==> config.mk <==
export PLATFORM = sky130hd
export DESIGN_NAME = frac_tod_clock
export DESIGN_NICKNAME = d
export VERILOG_FILES = /design/src/rtl/frac_tod_pkg.sv /design/src/rtl/tod_inc_cfg.sv /design/src/rtl/tod_accum.sv /design/src/rtl/tod_access.sv /design/src/rtl/frac_tod_clock.sv
export SDC_FILE = /design/constraint.sdc
export NUM_CORES = 1
export LEC_CHECK = 0
export BUFFER_PORTS_ARGS = -buffer_cell sky130_fd_sc_hd__buf_2
export CORE_UTILIZATION = 55
export CTS_BUF_LIST = sky130_fd_sc_hd__clkbuf_4 sky130_fd_sc_hd__clkbuf_8
export DETAILED_ROUTE_END_ITERATION = 8
export PLACE_DENSITY_LB_ADDON = 0.05
export SLEW_MARGIN = 20
export SYNTH_ARGS = -nofsm -noshare
export SYNTH_HDL_FRONTEND = slang
export SYNTH_SLANG_ARGS = --single-unit
==> constraint.sdc <==
create_clock -name clk -period 13.8 [get_ports clk]
set_input_delay 0.69 -clock clk [delete_from_list [all_inputs] [get_ports clk]]
set_output_delay 0.69 -clock clk [all_outputs]
set_load 0.03 [all_outputs]
==> src/rtl/frac_tod_pkg.sv <==
package frac_tod_pkg;

   typedef enum logic [2:0] {
      ACT_IDLE  = 3'd0,
      ACT_LOAD  = 3'd1,
      ACT_SAVE  = 3'd2,
      ACT_CLOCK = 3'd3,
      ACT_DELTA = 3'd4,
      ACT_TOD   = 3'd5
   } tod_act_e;

   localparam logic [2:0] RA_CTRL   = 3'd0;
   localparam logic [2:0] RA_INC_LO = 3'd1;
   localparam logic [2:0] RA_INC_HI = 3'd2;
   localparam logic [2:0] RA_ACTION = 3'd3;
   localparam logic [2:0] RA_SEC_HI = 3'd4;
   localparam logic [2:0] RA_SEC_LO = 3'd5;
   localparam logic [2:0] RA_NSEC   = 3'd6;

endpackage

==> src/rtl/tod_inc_cfg.sv <==
module tod_inc_cfg #(
   parameter int              DATA_W  = 32,
   parameter int              INC_W   = 64,
   parameter logic [INC_W-1:0] NOMINAL = 64'h304d4873ecade305
) (
   input  logic                      clk,
   input  logic                      rst_n,
   input  logic [INC_W/DATA_W-1:0]   half_we,
   input  logic [DATA_W-1:0]         wdata,
   input  logic                      commit,
   output logic [INC_W-1:0]          shadow,
   output logic [INC_W-1:0]          active
);
   localparam int HALVES = INC_W / DATA_W;

   logic [DATA_W-1:0] half_q [HALVES];

   for (genvar h = 0; h < HALVES; h++) begin : g_half
      always_ff @(posedge clk or negedge rst_n) begin
         if (!rst_n)          half_q[h] <= NOMINAL[h*DATA_W +: DATA_W];
         else if (half_we[h]) half_q[h] <= wdata;
      end
      assign shadow[h*DATA_W +: DATA_W] = half_q[h];
   end

   always_ff @(posedge clk or negedge rst_n) begin
      if (!rst_n)      active <= NOMINAL;
      else if (commit) active <= shadow;
   end
endmodule

==> src/rtl/tod_accum.sv <==
module tod_accum #(
   parameter int          SEC_W       = 48,
   parameter int          NS_W        = 30,
   parameter int          INC_INT_W   = 5,
   parameter int          FRAC_W      = 59,
   parameter int unsigned NS_PER_SEC  = 1000000000,
   parameter int          BORROW_SPAN = 16
) (
   input  logic                          clk,
   input  logic                          rst_n,
   input  logic                          tick_en,
   input  logic [INC_INT_W+FRAC_W-1:0]   inc,
   input  logic                          load,
   input  logic [SEC_W-1:0]              load_sec,
   input  logic [NS_W-1:0]               load_ns,
   input  logic                          delta_en,
   input  logic [NS_W-1:0]               delta_ns,
   output logic [SEC_W-1:0]              sec_q,
   output logic [NS_W-1:0]               ns_q
);
   localparam int INC_W = INC_INT_W + FRAC_W;
   localparam int SW    = NS_W + 3;
   localparam longint unsigned WIN_L = (64'd1 << NS_W) - 64'(BORROW_SPAN);
   localparam logic [NS_W-1:0] WIN_NS = NS_W'(WIN_L);
   localparam logic signed [SW-1:0] LIM_HI = SW'(NS_PER_SEC);
   localparam logic signed [SW-1:0] LIM_LO = -$signed(SW'(BORROW_SPAN));

   logic [FRAC_W-1:0]      frac_q, frac_nx;
   logic [FRAC_W:0]        frac_sum;
   logic                   in_win;
   logic signed [SW-1:0]   ns_val, step, dlt, s;
   logic [SEC_W-1:0]       sec_nx;
   logic [NS_W-1:0]        ns_nx;

   always_comb begin
      in_win   = ns_q >= WIN_NS;
      ns_val   = $signed({{3{in_win}}, ns_q});
      frac_sum = {1'b0, frac_q} + {1'b0, inc[FRAC_W-1:0]};
      step     = tick_en ? $signed(SW'(inc[INC_W-1:FRAC_W]) + SW'(frac_sum[FRAC_W])) : '0;
      dlt      = delta_en ? SW'($signed(delta_ns)) : '0;
      s        = ns_val + step + dlt;
      frac_nx  = tick_en ? frac_sum[FRAC_W-1:0] : frac_q;
      sec_nx   = sec_q;
      if (s >= LIM_HI) begin
         ns_nx  = NS_W'(s - LIM_HI);
         sec_nx = sec_q + 1'b1;
      end else if (s < LIM_LO) begin
         ns_nx  = NS_W'(s + LIM_HI);
         sec_nx = sec_q - 1'b1;
      end else begin
         ns_nx  = s[NS_W-1:0];
      end
   end

   always_ff @(posedge clk or negedge rst_n) begin
      if (!rst_n) begin
         sec_q  <= '0;
         ns_q   <= '0;
         frac_q <= '0;
      end else if (load) begin
         sec_q  <= load_sec;
         ns_q   <= load_ns;
         frac_q <= '0;
      end else begin
         sec_q  <= sec_nx;
         ns_q   <= ns_nx;
         frac_q <= frac_nx;
      end
   end
endmodule

==> src/rtl/tod_access.sv <==
module tod_access #(
   parameter int DATA_W = 32,
   parameter int SEC_W  = 48,
   parameter int NS_W   = 30
) (
   input  logic               clk,
   input  logic               rst_n,
   input  logic               we_hi,
   input  logic               we_lo,
   input  logic               we_ns,
   input  logic [DATA_W-1:0]  wdata,
   input  logic               save,
   input  logic [SEC_W-1:0]   live_sec,
   input  logic [NS_W-1:0]    live_ns,
   output logic [SEC_W-1:0]   acc_sec,
   output logic [NS_W-1:0]    acc_ns
);
   localparam int HI_W = SEC_W - DATA_W;

   always_ff @(posedge clk or negedge rst_n) begin
      if (!rst_n) begin
         acc_sec <= '0;
         acc_ns  <= '0;
      end else if (save) begin
         acc_sec <= live_sec;
         acc_ns  <= live_ns;
      end else begin
         if (we_hi) acc_sec[SEC_W-1:DATA_W] <= wdata[HI_W-1:0];
         if (we_lo) acc_sec[DATA_W-1:0]     <= wdata;
         if (we_ns) acc_ns                  <= wdata[NS_W-1:0];
      end
   end
endmodule

==> src/rtl/frac_tod_clock.sv <==
module frac_tod_clock
   import frac_tod_pkg::*;
#(
   parameter int          DATA_W      = 32,
   parameter int          ADDR_W      = 3,
   parameter int          SEC_W       = 48,
   parameter int          NS_W        = 30,
   parameter int          INC_INT_W   = 5,
   parameter int          FRAC_W      = 59,
   parameter int unsigned NS_PER_SEC  = 1000000000,
   parameter int          BORROW_SPAN = 16,
   parameter logic [INC_INT_W+FRAC_W-1:0] NOMINAL_INC = 64'h304d4873ecade305
) (
   input  logic              clk,
   input  logic              rst_n,
   input  logic              wr_en,
   input  logic [ADDR_W-1:0] wr_addr,
   input  logic [DATA_W-1:0] wr_data,
   input  logic [ADDR_W-1:0] rd_addr,
   output logic [DATA_W-1:0] rd_data,
   output logic [SEC_W-1:0]  tod_sec,
   output logic [NS_W-1:0]   tod_nsec
);
   localparam int INC_W  = INC_INT_W + FRAC_W;
   localparam int HALVES = INC_W / DATA_W;

   if (INC_W != 2 * DATA_W) begin : g_bad_inc
      $error("increment width must equal two data words");
   end
   if (SEC_W <= DATA_W || SEC_W > 2 * DATA_W) begin : g_bad_sec
      $error("seconds width must span more than one and at most two data words");
   end
   if (NS_W >= DATA_W || (64'd1 << NS_W) <= 64'(NS_PER_SEC) + 64'(BORROW_SPAN)) begin : g_bad_ns
      $error("nanosecond field cannot hold a second plus the borrow window");
   end
   if (ADDR_W < 3) begin : g_bad_addr
      $error("address must be at least three bits");
   end

   logic              enable_q, gate_q;
   logic [2:0]        act_q;
   logic              we_ctrl, we_act, commit;
   logic              do_load, do_save, do_delta, act_any;
   logic [HALVES-1:0] half_we;
   logic [INC_W-1:0]  inc_shadow, inc_active;
   logic [SEC_W-1:0]  acc_sec;
   logic [NS_W-1:0]   acc_ns;

   always_comb begin
      we_ctrl    = wr_en && wr_addr == ADDR_W'(RA_CTRL);
      we_act     = wr_en && wr_addr == ADDR_W'(RA_ACTION);
      half_we[0] = wr_en && wr_addr == ADDR_W'(RA_INC_LO);
      half_we[1] = wr_en && wr_addr == ADDR_W'(RA_INC_HI);
      commit     = we_ctrl && gate_q && !wr_data[1];
      do_load    = we_act && wr_data[2:0] == ACT_LOAD;
      do_save    = we_act && wr_data[2:0] == ACT_SAVE;
      do_delta   = we_act && wr_data[2:0] == ACT_DELTA;
      act_any    = do_load || do_save || do_delta;
   end

   always_ff @(posedge clk or negedge rst_n) begin
      if (!rst_n) begin
         enable_q <= 1'b0;
         gate_q   <= 1'b0;
         act_q    <= ACT_IDLE;
      end else begin
         if (we_ctrl) begin
            enable_q <= wr_data[0];
            gate_q   <= wr_data[1];
         end
         if (we_act) act_q <= wr_data[2:0];
      end
   end

   tod_inc_cfg #(.DATA_W(DATA_W), .INC_W(INC_W), .NOMINAL(NOMINAL_INC)) u_inc (
      .clk(clk), .rst_n(rst_n), .half_we(half_we), .wdata(wr_data),
      .commit(commit), .shadow(inc_shadow), .active(inc_active));

   tod_access #(.DATA_W(DATA_W), .SEC_W(SEC_W), .NS_W(NS_W)) u_acc (
      .clk(clk), .rst_n(rst_n),
      .we_hi(wr_en && wr_addr == ADDR_W'(RA_SEC_HI)),
      .we_lo(wr_en && wr_addr == ADDR_W'(RA_SEC_LO)),
      .we_ns(wr_en && wr_addr == ADDR_W'(RA_NSEC)),
      .wdata(wr_data), .save(do_save), .live_sec(tod_sec), .live_ns(tod_nsec),
      .acc_sec(acc_sec), .acc_ns(acc_ns));

   tod_accum #(.SEC_W(SEC_W), .NS_W(NS_W), .INC_INT_W(INC_INT_W), .FRAC_W(FRAC_W),
               .NS_PER_SEC(NS_PER_SEC), .BORROW_SPAN(BORROW_SPAN)) u_accum (
      .clk(clk), .rst_n(rst_n), .tick_en(enable_q), .inc(inc_active),
      .load(do_load), .load_sec(acc_sec), .load_ns(acc_ns),
      .delta_en(do_delta), .delta_ns(acc_ns),
      .sec_q(tod_sec), .ns_q(tod_nsec));

   always_comb begin
      rd_data = '0;
      case (rd_addr)
         ADDR_W'(RA_CTRL):   rd_data[1:0] = {gate_q, enable_q};
         ADDR_W'(RA_INC_LO): rd_data = inc_shadow[DATA_W-1:0];
         ADDR_W'(RA_INC_HI): rd_data = inc_shadow[INC_W-1:DATA_W];
         ADDR_W'(RA_ACTION): rd_data[2:0] = act_q;
         ADDR_W'(RA_SEC_HI): rd_data = DATA_W'(acc_sec[SEC_W-1:DATA_W]);
         ADDR_W'(RA_SEC_LO): rd_data = acc_sec[DATA_W-1:0];
         ADDR_W'(RA_NSEC):   rd_data = DATA_W'(acc_ns);
         default:            rd_data = '0;
      endcase
   end
endmodule

==> Word level (Yosys, flattened, before mapping) <==
Index checks and enable logic that the tools add are counted.
Widths: inputs -> output; s select.
{ "totals": {"elab_cells": 76, "output_inout_bits": 110, "input_bits": 41, "ff_bits": 348} }
{ "op_classes": {"magnitude_cmp": 3, "n_eq_ne": 15, "add_sub_neg": 8, "reduce_logical": 20, "n_mux": 18} }
{ "ops": {"columns": ["op", "n"], "rows": [
  ["$mux 48", 4],
  ["$mux 30", 5],
  ["$pmux 29 s5", 1],
  ["$mux 59", 2],
  ["$mux 33", 2],
  ["$add 59x59->60", 1],
  ["$add 48x1->48 const B", 1],
  ["$sub 48x1->48 const B", 1],
  ["$add 31x33->33", 1],
  ["$add 33x33->33", 1],
  ["$ge 33x31->1 const B", 1],
  ["$lt 33x5->1 const B", 1],
  ["$mux 32", 1],
  ["$add 30x28->30 const B", 1],
  ["$ge 30x30->1 const B", 1],
  ["$sub 30x28->30 const B", 1],
  ["$eq 3x3->1 const B", 7],
  ["$mux 16", 1],
  ["$eq 3x2->1 const B", 5],
  ["$pmux 2 s7", 1],
  ["$logic_and 1x1->1", 12],
  ["$eq 3x1->1 const B", 3],
  ["$reduce_bool 2->1", 4],
  ["$add 5x1->6", 1],
  ["other kinds (4)", 5]
]} }

==> Depth between registers and ports, before layout <==
{ "logic_depth": {"ltp_word": 9, "mapped_depth": 49, "mapped_depth_nobuf": 48} }

==> Hierarchy <==
Synthesis repeated with hierarchy kept, for this count alone.
{ "hier_totals": {"hier_cells": 2633, "hier_area_um2": 25278.0} }
{ "modules_own_cells": {"columns": ["module", "cells_per_inst", "seq_area_each_um2", "n_inst", "area_each_um2"], "rows": [
  ["tod_accum", 1849, 3428.3, 1, 15061.9],
  ["tod_inc_cfg", 271, 3278.1, 1, 5196.2],
  ["tod_access", 339, 1951.9, 1, 3659.8],
  ["frac_tod_clock", 174, 125.1, 1, 1360.1]
]} }

==> Least setup slack after synthesis <==
Ideal clock, no wire load.
{ "synth_timing": {"kind": "register -> register", "start": "register u_inc.active[1]", "end": "register u_accum.sec_q[47]", "slack_ns": 3.281, "required_ns": 13.668, "arrival_time_ns": 10.387, "path_stages_with_launch": 49, "period_less_slack_ns": 10.519, "setup_time_ns": 0.132, "n_path_buf": 0, "path_cell_list": "dfrtp_1 -> ha_1 -> a21o_1 -> a21oi_1 -> nor2b_1 -> o31ai_1 -> o211ai_1 -> a2111oi_0 -> o211ai_1 -> o2111ai_1 -> o21a_1 -> nand2_1 -> a221o_1 -> a21o_1 -> ha_1 -> ha_1 -> nand2_1 -> fa_1 -> (+13 left out) -> a31oi_1 -> o221a_2 -> nor2_4 -> inv_2 -> ha_1 -> or4_1 -> o21ai_0 -> a21oi_1 -> o311ai_1 -> a31oi_1 -> a31oi_1 -> o21ai_1 -> a31o_2 -> a31oi_1 -> o21ai_0 -> mux2i_1 -> xnor2_1 -> o21ai_1"} }
{ "synth_between": {"elab_chain_cells": 8, "word_cells_on_any_way": 10, "cone_classes": "add/sub (4); order compare (2); mux (3); reduce/logical (1)"} }
{ "synth_rtl": {"columns": ["item", "line", "text"], "rows": [
  ["from (decl)", "tod_inc_cfg.sv:12", "output logic [INC_W-1:0] active"],
  ["from (signal assigned)", "tod_inc_cfg.sv:28", "else if (commit) active <= shadow;"],
  ["$add 59x59->60 (*)", "tod_accum.sv:38", "frac_sum = {1'b0, frac_q} + {1'b0, inc[FRAC_W-1:0]};"],
  ["$add 5x1->6 (*)", "tod_accum.sv:39", "step = tick_en ? $signed(SW'(inc[INC_W-1:FRAC_W]) + SW'(frac_sum[FRAC_W])) : '0;"],
  ["$mux 33 (*)", "tod_accum.sv:39", null],
  ["$add 31x33->33 (*)", "tod_accum.sv:41", "s = ns_val + step + dlt;"],
  ["$add 33x33->33 (*)", "tod_accum.sv:41", null],
  ["$ge 33x31->1", "tod_accum.sv:44", "if (s >= LIM_HI) begin"],
  ["$mux 48", "tod_accum.sv:44", null],
  ["$mux 48", "tod_accum.sv:60", "end else if (load) begin"],
  ["to (signal assigned)", "tod_accum.sv:61", "sec_q <= load_sec;"],
  ["to (signal assigned)", "tod_accum.sv:65", "sec_q <= sec_nx;"],
  ["to (decl)", "tod_accum.sv:18", "output logic [SEC_W-1:0] sec_q,"]
]} }
Mark *: on every way between the ends. The rest lies on a longest branch, timed or not.
A chain may end at the register's enable or synchronous reset.

==> Worst setup path after layout <==
Ends and elaborated chain as after synthesis.

==> results.md <==
- Initial antenna violation count: 5
- Synth warn: 0
- Post-DRT Antenna Nets: 0
- Port Buf Inserts: 150
- Via/cell ratio: 6.37
- Commonest cells after routing, fill and taps aside: 296 x a21oi_1, 287 x dfrtp_1, 253 x nor2_1, 199 x nand2_1, 165 x ha_1
- Peak VDD IR: 0.144 mV
- Final setup violation count: 0
- Largest net degree at the start of global routing: 150
- Clock Power Share: 0.195
- RSZ-0062 raised after global routing: no
- WP data required: 14.33 ns
- Synthesized net count: 2879
- Place WS: 1.11 ns
- Crit. End Element: register
- Initial Utilization: 0.563
- Main flop type after synthesis: dfrtp_1
- Synthesis-to-finish area growth: 10.5%
- Via count: 21.6k
- PD cells: 203 mW/mm^2
- H-Tree Depth: 2
- Max-slew violations: 0
- DR pass1 iterations: 6
- Total power: 5.51 mW
- Drt first-iter violations: 2104
- Final Hold Violating Endpoints: 0
- Worst-path clk slew: 0.06 ns
- Fmax achieved: 77.4 MHz
- Die area: 0.0454 sq mm
- Outcome: complete, no violations
- Minimum clock period: 12.92 ns
- Sw Ratio: 0.445
- Share of power burned in registers: 0.320
- Clock Tree Buf Depth: 3
- # hold bufs at CTS: 0
- Routability cong.: 0.964
- Fill cells: 3864
- Ys async rst share: 1.00
- Skew-Pair Late Insertion Delay: 0.70 ns
- NetSw: 2.45 mW
- Slew @ Worst Pin: 1.06 ns
- Final WS setup: 0.885 ns
- Number of buffers created by CTS: 61
- Int Pwr: 3.06 mW
- Arr. time, crit path: 13.45 ns
- #FFs+latches synth: 348
- Total wire length: 83000 um
- Slowest cell on crit path: a2111oi_0
- Die Ht: 213 um
- Most common cell after layout, fill and taps aside: a21oi_1
- Leakage dissipation: 12.5 nW
- Post-synthesis area per instance: 9.20 sq um
- Hold crit path type: input port to register
- Postcts setup bufs: 0
- Combinational Power Share: 0.485
- Sink Count: 348
- Vias in the first global route: 20.4k
- Final period util: 0.936
- GRT Residual Overflow: 0
- Sequential share of the synthesized area: 0.358
- Resized cells post-CTS: 0
- Syn Inst Count: 2664
- Worst Path Class, Setup: register to register
- Layout Nets: 2972
- Setup_tns: 0 ns
- CORE AREA: 0.0436 sq mm
- Max-Cap Viols: 0
- Most frequent CP cell: ha_1
- Post-DR wirelength/cell: 24.4 um
- Cell Rows: 76
- Drt drc: 0
- Critical path launch point type: register
- CP max stage delay: 0.72 ns
- Setup Skew: 0.0437 ns
- Global-route wire length before repair: 124000 um
- I/O Pins: 151
- DIE WIDTH: 213 um
- Cell area after synthesis: 0.0245 sq mm
- Total GRT Usage: 0.364
- EDFF count, synth: 0
- Share of post-route cells with drive strength above 1: 0.189
- Post-detail-place hpwl: 61500 um
- Crit Path Max Fanout: 32
- Synth unique cells: 96
- TritonCTS clock tree: done
- Rel. slew slack: 0.285
- Root Driver: clkbuf_8
[power by group through the flow]
stage          registers [mW]  logic, mW  clock network (mW)
2_1_floorplan            1.76       1.86                   0
3_3_place_gp             1.76       2.58                   0
3_5_place_dp             1.77       2.63                   0
4_1_cts                  1.76       2.64                1.08
5_1_grt                  1.79       2.93                1.13
6_report                 1.76       2.67                1.07
[registers in the layout (all words and copies together) (netlist names)]
name            cells
act_q               3
enable_q            1
gate_q              1
u_acc.acc_ns       30
u_acc.acc_sec      48
u_accum.frac_q     59
u_accum.ns_q       30
u_accum.sec_q      48
u_inc.active       64
u_inc.shadow       64
[final cells by class]
cell class	count	area, sq um	area share
well taps	585	732	0.0270
clock inverters	17	163	0.00601
inverters	40	150	0.00555
repair buffers	173	968	0.0358
multi-input cells	2133	15000	0.556
diodes	3	7.51	0.000277
flip-flops and latches	348	8780	0.324
clock buffers	96	1220	0.0451
[cells by family after synthesis]
group / share of synthesized area
muxes: 0.114
buffers and inverters: 0.0299
adders and majority gates: 0.0916
xor gates and xnor gates: 0.0453
DFF: 0.358
AOI/OAI and AO/OA: 0.209
and+or+nand+nor: 0.152
[cell usage after synthesis (6+ instances only)]
| library cell | n | area share |
|---|---|---|
| a21oi_1 | 296 | 0.060 |
| dfrtp_1 | 288 | 0.29 |
| nor2_1 | 256 | 0.039 |
| nand2_1 | 199 | 0.030 |
| ha_1 | 165 | 0.084 |
| mux2_2 | 134 | 0.062 |
| mux2i_1 | 126 | 0.051 |
| clkbuf_1 | 117 | 0.018 |
| a21o_1 | 98 | 0.030 |
| o21ai_0 | 84 | 0.017 |
| xnor2_1 | 74 | 0.026 |
| dfstp_2 | 60 | 0.064 |
| o21ai_1 | 56 | 0.011 |
| xor2_1 | 51 | 0.018 |
| nand3_1 | 46 | 0.0094 |
| and2_1 | 42 | 0.011 |
| inv_1 | 38 | 0.0058 |
| nand4_1 | 37 | 0.0094 |
| nor3_1 | 37 | 0.0076 |
| a22oi_1 | 35 | 0.011 |
| a221oi_1 | 31 | 0.011 |
| o21a_1 | 31 | 0.0095 |
| a31oi_1 | 29 | 0.0074 |
| nor2b_1 | 26 | 0.0066 |
| and3_1 | 24 | 0.0061 |
| nand2b_1 | 19 | 0.0048 |
| a211oi_1 | 14 | 0.0043 |
| o211ai_1 | 14 | 0.0043 |
| or3_1 | 14 | 0.0036 |
| nor4_1 | 13 | 0.0033 |
| and4_1 | 12 | 0.0043 |
| buf_2 | 12 | 0.0025 |
| or2_2 | 11 | 0.0028 |
| nor3b_1 | 10 | 0.0031 |
| fa_1 | 9 | 0.0074 |
| o21bai_1 | 8 | 0.0025 |
| o22ai_1 | 8 | 0.0020 |
| o31ai_1 | 8 | 0.0025 |
| buf_1 | 7 | 0.0011 |
| a2111oi_0 | 6 | 0.0021 |
| a211o_1 | 6 | 0.0021 |
| buf_4 | 6 | 0.0018 |
[metal layers]
metal	vias up	wire length, um	global-route usage
met3	161	6530	0.0656
li1	10000	-	-
met4	0	3550	0.161
met2	874	38000	0.576
met1	10600	34900	0.486
met5	-	0	0
[path summary, 6_finish.rpt]
kind                       slack [ns]          startpoint  depth (start not counted)                 end
max                              0.88     u_inc.active[1]                         48   u_accum.sec_q[47]
min                              0.29         wr_data[31]                          2    u_inc.shadow[63]
max reg2reg                      0.88     u_inc.active[1]                         48   u_accum.sec_q[47]
min reg2reg                      0.50  u_accum.frac_q[27]                          2  u_accum.frac_q[27]
max in group asynchronous       12.02               rst_n                          3    u_accum.ns_q[25]
min in group asynchronous        0.47               rst_n                          2  u_accum.frac_q[53]
[worst max-delay path, delay by kind of cell, from the launching register on]
family / cells / cell delay (ns)
AOI/OAI and AO/OA: 28 / 7.27
adders and majority gates: 7 / 2.25
and+or+nand+nor: 6 / 1.29
xor gates and xnor gates: 3 / 0.66
buffers and inverters: 3 / 0.60
DFF: 1 / 0.41
muxes: 1 / 0.21
[per-stage QoR]
step / instance area [sq um] / util / cells / hold slack [ns]
finish: 27100 / 0.622 / 3395 / 0.293
detailed placement: 25600 / 0.589 / 3277 / 0.483
floorplan: 24500 / - / 2664 / 0.394
global route: 27100 / 0.621 / 3392 / 0.284
global placement: 25600 / 0.589 / 3277 / 0.466
CTS: 27000 / 0.621 / 3390 / 0.106
Note: power is estimated with default switching activity, not from simulation.
